===== src/rtl/hb_watchdog.sv =====
module hb_watchdog #(
  parameter int unsigned TIMEOUT_CYC = 1000,
  parameter int unsigned PULSE_CYC   = 200,
  parameter int unsigned MISS_LIMIT  = 3,
  parameter int unsigned GOOD_LIMIT  = 3
) (
  input  logic clk,
  input  logic srst,
  input  logic hb_in,
  output logic rst_n_out,
  output logic ena_out
);
  localparam int TW = $clog2(TIMEOUT_CYC + 1);
  localparam int PW = $clog2(PULSE_CYC + 1);
  localparam int MW = $clog2(MISS_LIMIT + 1);
  localparam int GW = $clog2(GOOD_LIMIT + 1);

  logic          hb_q;
  logic          holding;
  logic [PW-1:0] pcnt;
  logic [TW-1:0] tmr;
  logic [MW-1:0] miss;
  logic [GW-1:0] good;
  logic          ena;

  wire hb_fall  = hb_q & ~hb_in;
  wire expired  = (tmr == TW'(TIMEOUT_CYC - 1));
  wire pulse_end = (pcnt == PW'(PULSE_CYC - 1));

  always_ff @(posedge clk) begin
    if (srst) begin
      hb_q    <= 1'b1;
      holding <= 1'b1;
      pcnt    <= '0;
      tmr     <= '0;
      miss    <= '0;
      good    <= '0;
      ena     <= 1'b1;
    end else begin
      hb_q <= hb_in;
      if (holding) begin
        tmr <= '0;
        if (pulse_end) begin
          holding <= 1'b0;
          pcnt    <= '0;
        end else begin
          pcnt <= pcnt + 1'b1;
        end
      end else if (hb_fall) begin
        tmr  <= '0;
        miss <= '0;
        if (!ena) begin
          if (good == GW'(GOOD_LIMIT - 1)) begin
            ena  <= 1'b1;
            good <= '0;
          end else begin
            good <= good + 1'b1;
          end
        end
      end else if (expired) begin
        holding <= 1'b1;
        pcnt    <= '0;
        tmr     <= '0;
        good    <= '0;
        if (miss < MW'(MISS_LIMIT)) miss <= miss + 1'b1;
        if (miss >= MW'(MISS_LIMIT - 1)) ena <= 1'b0;
      end else begin
        tmr <= tmr + 1'b1;
      end
    end
  end

  assign rst_n_out = ~holding;
  assign ena_out   = ena;

  assert_fire_on_expiry_R1: assert property (@(posedge clk) disable iff (srst)
    (rst_n_out && expired && !hb_fall) |=> !rst_n_out);

  assert_pulse_held_R2: assert property (@(posedge clk) disable iff (srst)
    (!rst_n_out && !pulse_end) |=> !rst_n_out);

  assert_edge_clears_R3: assert property (@(posedge clk) disable iff (srst)
    (rst_n_out && hb_fall) |=> (tmr == '0 && rst_n_out));

  assert_timer_frozen_R4: assert property (@(posedge clk) disable iff (srst)
    !rst_n_out |=> (tmr == '0));

  assert_restart_on_release_R5: assert property (@(posedge clk) disable iff (srst)
    $rose(rst_n_out) |-> (tmr == '0));

  assert_ena_drop_with_fire_R6: assert property (@(posedge clk) disable iff (srst)
    $fell(ena_out) |-> $fell(rst_n_out));

  assert_ena_rise_on_edge_R7: assert property (@(posedge clk) disable iff (srst)
    $rose(ena_out) |-> $past(hb_fall && rst_n_out));
endmodule


===== config.mk =====
export PLATFORM = sky130hd
export DESIGN_NAME = hb_watchdog
export DESIGN_NICKNAME = d
export VERILOG_FILES = /design/src/rtl/hb_watchdog.sv
export SDC_FILE = /design/constraint.sdc
export NUM_CORES = 1
export LEC_CHECK = 0
export ABC_AREA = 1
export BUFFER_PORTS_ARGS = -buffer_cell sky130_fd_sc_hd__buf_4
export CAP_MARGIN = 20
export CORE_MARGIN = 4
export CORE_UTILIZATION = 50
export CTS_CLUSTER_SIZE = 12
export DETAILED_ROUTE_END_ITERATION = 10
export PLACE_DENSITY = 0.76
export SETUP_SLACK_MARGIN = 0.05
export SYNTH_ARGS = -nofsm -noshare
export SYNTH_HDL_FRONTEND = slang
export SYNTH_SLANG_ARGS = --single-unit
export TNS_END_PERCENT = 30

===== constraint.sdc =====
create_clock -name clk -period 1.8 [get_ports clk]
set_clock_uncertainty 0.05 [all_clocks]
set_input_delay 0.18 -clock clk [delete_from_list [all_inputs] [get_ports clk]]
set_output_delay 0.18 -clock clk [all_outputs]
set_load 0.02 [all_outputs]

Yosys cells after proc, flatten, opt, wreduce, memory -nomap -nowiden
Index checks and enable logic that the tools add are counted.
{"block": "word_totals", "ff_bits": 25}
{"block": "classes", "add_sub_neg": 4, "order_cmp": 2, "eq_ne": 5, "mux": 20, "n_bitwise": 3, "reduce_logical": 9}
{"op": "2-to-1 mux 8 bit", "n": 4}
{"op": "2-to-1 mux 2 bit", "n": 7}
{"op": "adder 10 x 1 -> 10 bit, second input constant", "n": 1}
{"op": "equality test 10 bit, second input constant", "n": 1}
{"op": "2-to-1 mux 1 bit", "n": 9}
{"op": "AND reduction 3 bit", "n": 3}
{"op": "adder 8 x 1 -> 8 bit, second input constant", "n": 1}
{"op": "equality test 8 bit, second input constant", "n": 1}
{"op": "nonzero test 2 bit", "n": 4}
{"op": "adder 2 x 1 -> 2 bit, second input constant", "n": 2}
{"op": "inequality test 2 bit, second input constant", "n": 2}
{"op": "OR reduction 4 bit", "n": 1}
{"op": "equality test 2 bit, second input constant", "n": 1}
{"op": "greater-or-equal comparator 2 bit, second input constant", "n": 1}
{"op": "< comparator 2 bit, second input constant", "n": 1}
{"op": "NOT 1 bit", "n": 2}
{"op": "AND reduction 2 bit", "n": 1}
{"op": "bitwise AND 1 bit", "n": 1}

Logic depth before layout (Yosys ltp)
{"block": "depth", "ltp_word": 4, "mapped_depth": 9, "depth_no_buf": 9}

Worst setup path before layout
Ideal clock, no wire load.
{"block": "synth_path", "kind": "register to register", "start": "reg tmr[0]", "end": "reg ena, in the netlist ena_out", "setup_time_ps": 119, "t_arrival_ps": 1207, "required_ps": 1631, "setup_slack_ps": 424, "stages_incl_launch_ff": 9, "path_cell_list": "dfxtp_1 ha_1 nand2_1 nor2_4 nand3_4 nand2_4 nand2_1 o21ai_0 nand2_1"}
{"block": "synth_via", "elab_chain_len": 3}
{"item": "from (decl)", "line": "21", "text": "logic [TW-1:0] tmr;"}
{"item": "from (signal assigned)", "line": "68", "text": "tmr <= tmr + 1'b1;"}
{"item": "equality test 10 bit", "line": "27", "text": "wire expired = (tmr == TW'(TIMEOUT_CYC - 1));"}
{"item": "nonzero test 2 bit (no source line)"}
{"item": "AND reduction 3 bit (no source line)"}
{"item": "to (signal assigned)", "line": "38", "text": "ena <= 1'b1;"}
{"item": "to (signal assigned)", "line": "54", "text": "ena <= 1'b1;"}
{"item": "to (signal assigned)", "line": "66", "text": "if (miss >= MW'(MISS_LIMIT - 1)) ena <= 1'b0;"}
{"item": "to (decl)", "line": "24", "text": "logic ena;"}
No other way between the ends.
A chain may end at the register's enable or synchronous reset.

Worst setup path after layout
{"block": "layout_path", "start": "reg tmr[0]", "end": "reg pcnt[3]"}
{"block": "layout_via", "elab_chain_len": 3}
{"item": "equality test 10 bit", "line": "27"}
{"item": "nonzero test 2 bit (no source line)"}
{"item": "AND reduction 2 bit (no source line)"}
{"item": "to (signal assigned)", "line": "47", "text": "pcnt <= pcnt + 1'b1;"}
{"item": "to (decl)", "line": "20", "text": "logic [PW-1:0] pcnt;"}
No other way between the ends.

==> results.toml <==
[outcome]
status = "completed"

[grt]
grt_first_pass_wirelength_um = 4620
grt.total_usage_pct = 16.8
grt_max_degree = 18
antenna_found_initial = 0
grt_pass1_vias = 1145
grt_overflow = 0

[synthesis]
synth_xor_area_share_pct = 1.98
avgSynthCellArea_sq_um = 7.18
synth.mux.area_fraction_pct = 0
yosysTopAreaCell = "dfxtp_1"
ys_warn_count = 0
synthSimpleGateAreaFrac_pct = 40.6
synth_area_leaders = "dfxtp_1 (38%), nand2_1 (12%), inv_1 (7.9%)"
syn_area_sq_um = 1330
async_reset_ff_share_pct = 0
ys_seq_area_share_pct = 37.7
synth_edf_count = 0
ys_ff_latch = 25
syn-instance-count = 185
synth-adder-area-share_pct = 3.77
synth.top_cell.area_share_pct = 37.7
synth_nets = 192
synth_compound_area_share_pct = 6.60
synth_top_family_by_area = "simple AND/OR/NAND/NOR gates"
synth_top_flop_cell = "dfxtp_1"
synth_cell_types = 26

[timing]
finalSetupViolations = 0
maxSlewViolCount = 0
fin_tns_setup_ns = 0
hold_viol_final = 0
slew_headroom_pct = 80.3
fin_crit_sh_pct = 84.9
whs_ns = 0.0302
worstMarginPinSlew_ns = 0.293
max_clock_freq_mhz = 654
min_period_ns = 1.53
rsz0062_at_grt = "no"

[routing]
detail_route.first_pass.iterations = 4
drc = 0
vias_per_cell = 5.22
detail_route.wl_per_cell_um = 10.8
vias = 1159
wl_um = 2390
final_antenna_net_count = 0
drt_iter0_markers = 51

[clock_tree]
path_clk_slew_ns = 0.14
htreeDepth = 1
tritoncts = "done"
clock_path_buffers = 2
postCtsSetupRepairBufs = 0
cts_num_sinks = 25
clock_latency_ns = 0.32
cts-root-buf = "clkbuf_4"
numCtsBuffers = 3

[critical_path]
worstSetupStartpointType = "register"
cp.required_ns = 1.99
path_class = "reg2reg"
arrival_ns = 1.71
cp_max_fo = 8
crit_path_end_kind = "register"

[job]
cap_violations = 0

[finish]
drive_gt1_share_pct = 10.4
final_cell_mix = "nand2_1 (44), inv_1 (28), dfxtp_1 (25)"
layout_commonest_cell = "nand2_1"
fin_nets = 200
fin_util_pct = 57.0
area_growth_pct = 7.26
stdcell_area_sq_um = 1420
n_fill_cell = 241
final_cells = 222
n_antenna_cell = 0

[floorplan]
io_pins = 5
rows = 18
start_util_pct = 53.1
dieArea_sq_um = 3540
coreArea_sq_um = 2500
die_h_um = 59.5
die_w_um = 59.5

[power_and_ir_drop]
power_leakage_uw = 0.000572
power_density_nw_per_um2 = 604
ir_worst_vdd_mv = 0.391

[placement]
hpwl_um = 1810
place_congestion = 0.868
placed_cell_area_sq_um = 1390
placedCellCount = 217
place.port_buffers = 4

[hold_path]
hp-class = "in2reg"
## what timing repair did
action	4_1_cts	5_1_grt
setup endpoints to repair	0	0
hold endpoints to repair	4	0
hold buffers	1	0
resized for setup	0	0
## Yosys cell counts, types with 3 or more instances
cell type / instances
a21oi_1: 11
buf_2: 3
dfxtp_1: 25
ha_1: 4
inv_1: 28
nand2_1: 44
nand3_1: 14
nand4_1: 8
nor2_1: 17
nor3_1: 5
o21ai_0: 5
## worst max-delay path, stage by stage (launching register included)
cell and delay, ns:
dfxtp_1 0.43, ha_1 0.24, nand2_1 0.10, nor2_4 0.15, nand4_4 0.18, nand2_1 0.12
o21ai_0 0.10, inv_1 0.07, nor2_1 0.03
## registers in the layout (all words and copies together), names as in the netlist
name	count
good	2
ena_out	1
holding	1
tmr	10
hb_q	1
miss	2
pcnt	8
## metal layers
layer | track usage, % | routed length (um)
met1 | 19.9 | 1130
met4 | 4.11 | 16
met3 | 5.23 | 73
met5 | 0 | 0
met2 | 29.2 | 1180
## report_power, final
group          switching (uW)  internal [uW]
clock                     164           86.6
sequential               6.11            560
combinational            26.0           16.6
total                     196            663
## cells by family after synthesis
| family | Yosys count |
|---|---|
| XOR/XNOR | 3 |
| flip-flops | 25 |
| AND/OR/NAND/NOR | 104 |
| buffers and inverters | 32 |
| adder cells (fa/ha/maj) | 4 |
| AO/OA/AOI/OAI | 17 |
## worst paths after layout
path	depth (start not counted)	slack, ns	endpoint	start
setup reg to reg	8	0.27	pcnt[3]$_SDFFE_PP0P_	tmr[0]$_SDFF_PP0_
setup / recovery	8	0.27	pcnt[3]$_SDFFE_PP0P_	tmr[0]$_SDFF_PP0_
hold reg to reg	2	0.43	tmr[9]$_SDFF_PP0_	tmr[9]$_SDFF_PP0_
hold / removal	3	0.03	hb_q$_SDFF_PP1_	hb_in
## final cells by class
type / instances / area [sq um] / area share [%]
Multi-Input combinational cell: 128 / 703 / 49.4
Sequential cell: 25 / 500 / 35.1
Inverter: 29 / 109 / 7.64
Timing Repair Buffer: 6 / 47.5 / 3.34
Tap cell: 30 / 37.5 / 2.64
Clock buffer: 4 / 26.3 / 1.85
## through the flow
stage                     setup slack (ns)  total power [uW]
after global placement               0.361               617
after detailed placement             0.289               619
final                                0.272               860
after CTS                            0.280               870
after global routing                 0.130               907
after floorplan                      0.424               607
No activity file was read; power rests on OpenSTA's default activity.
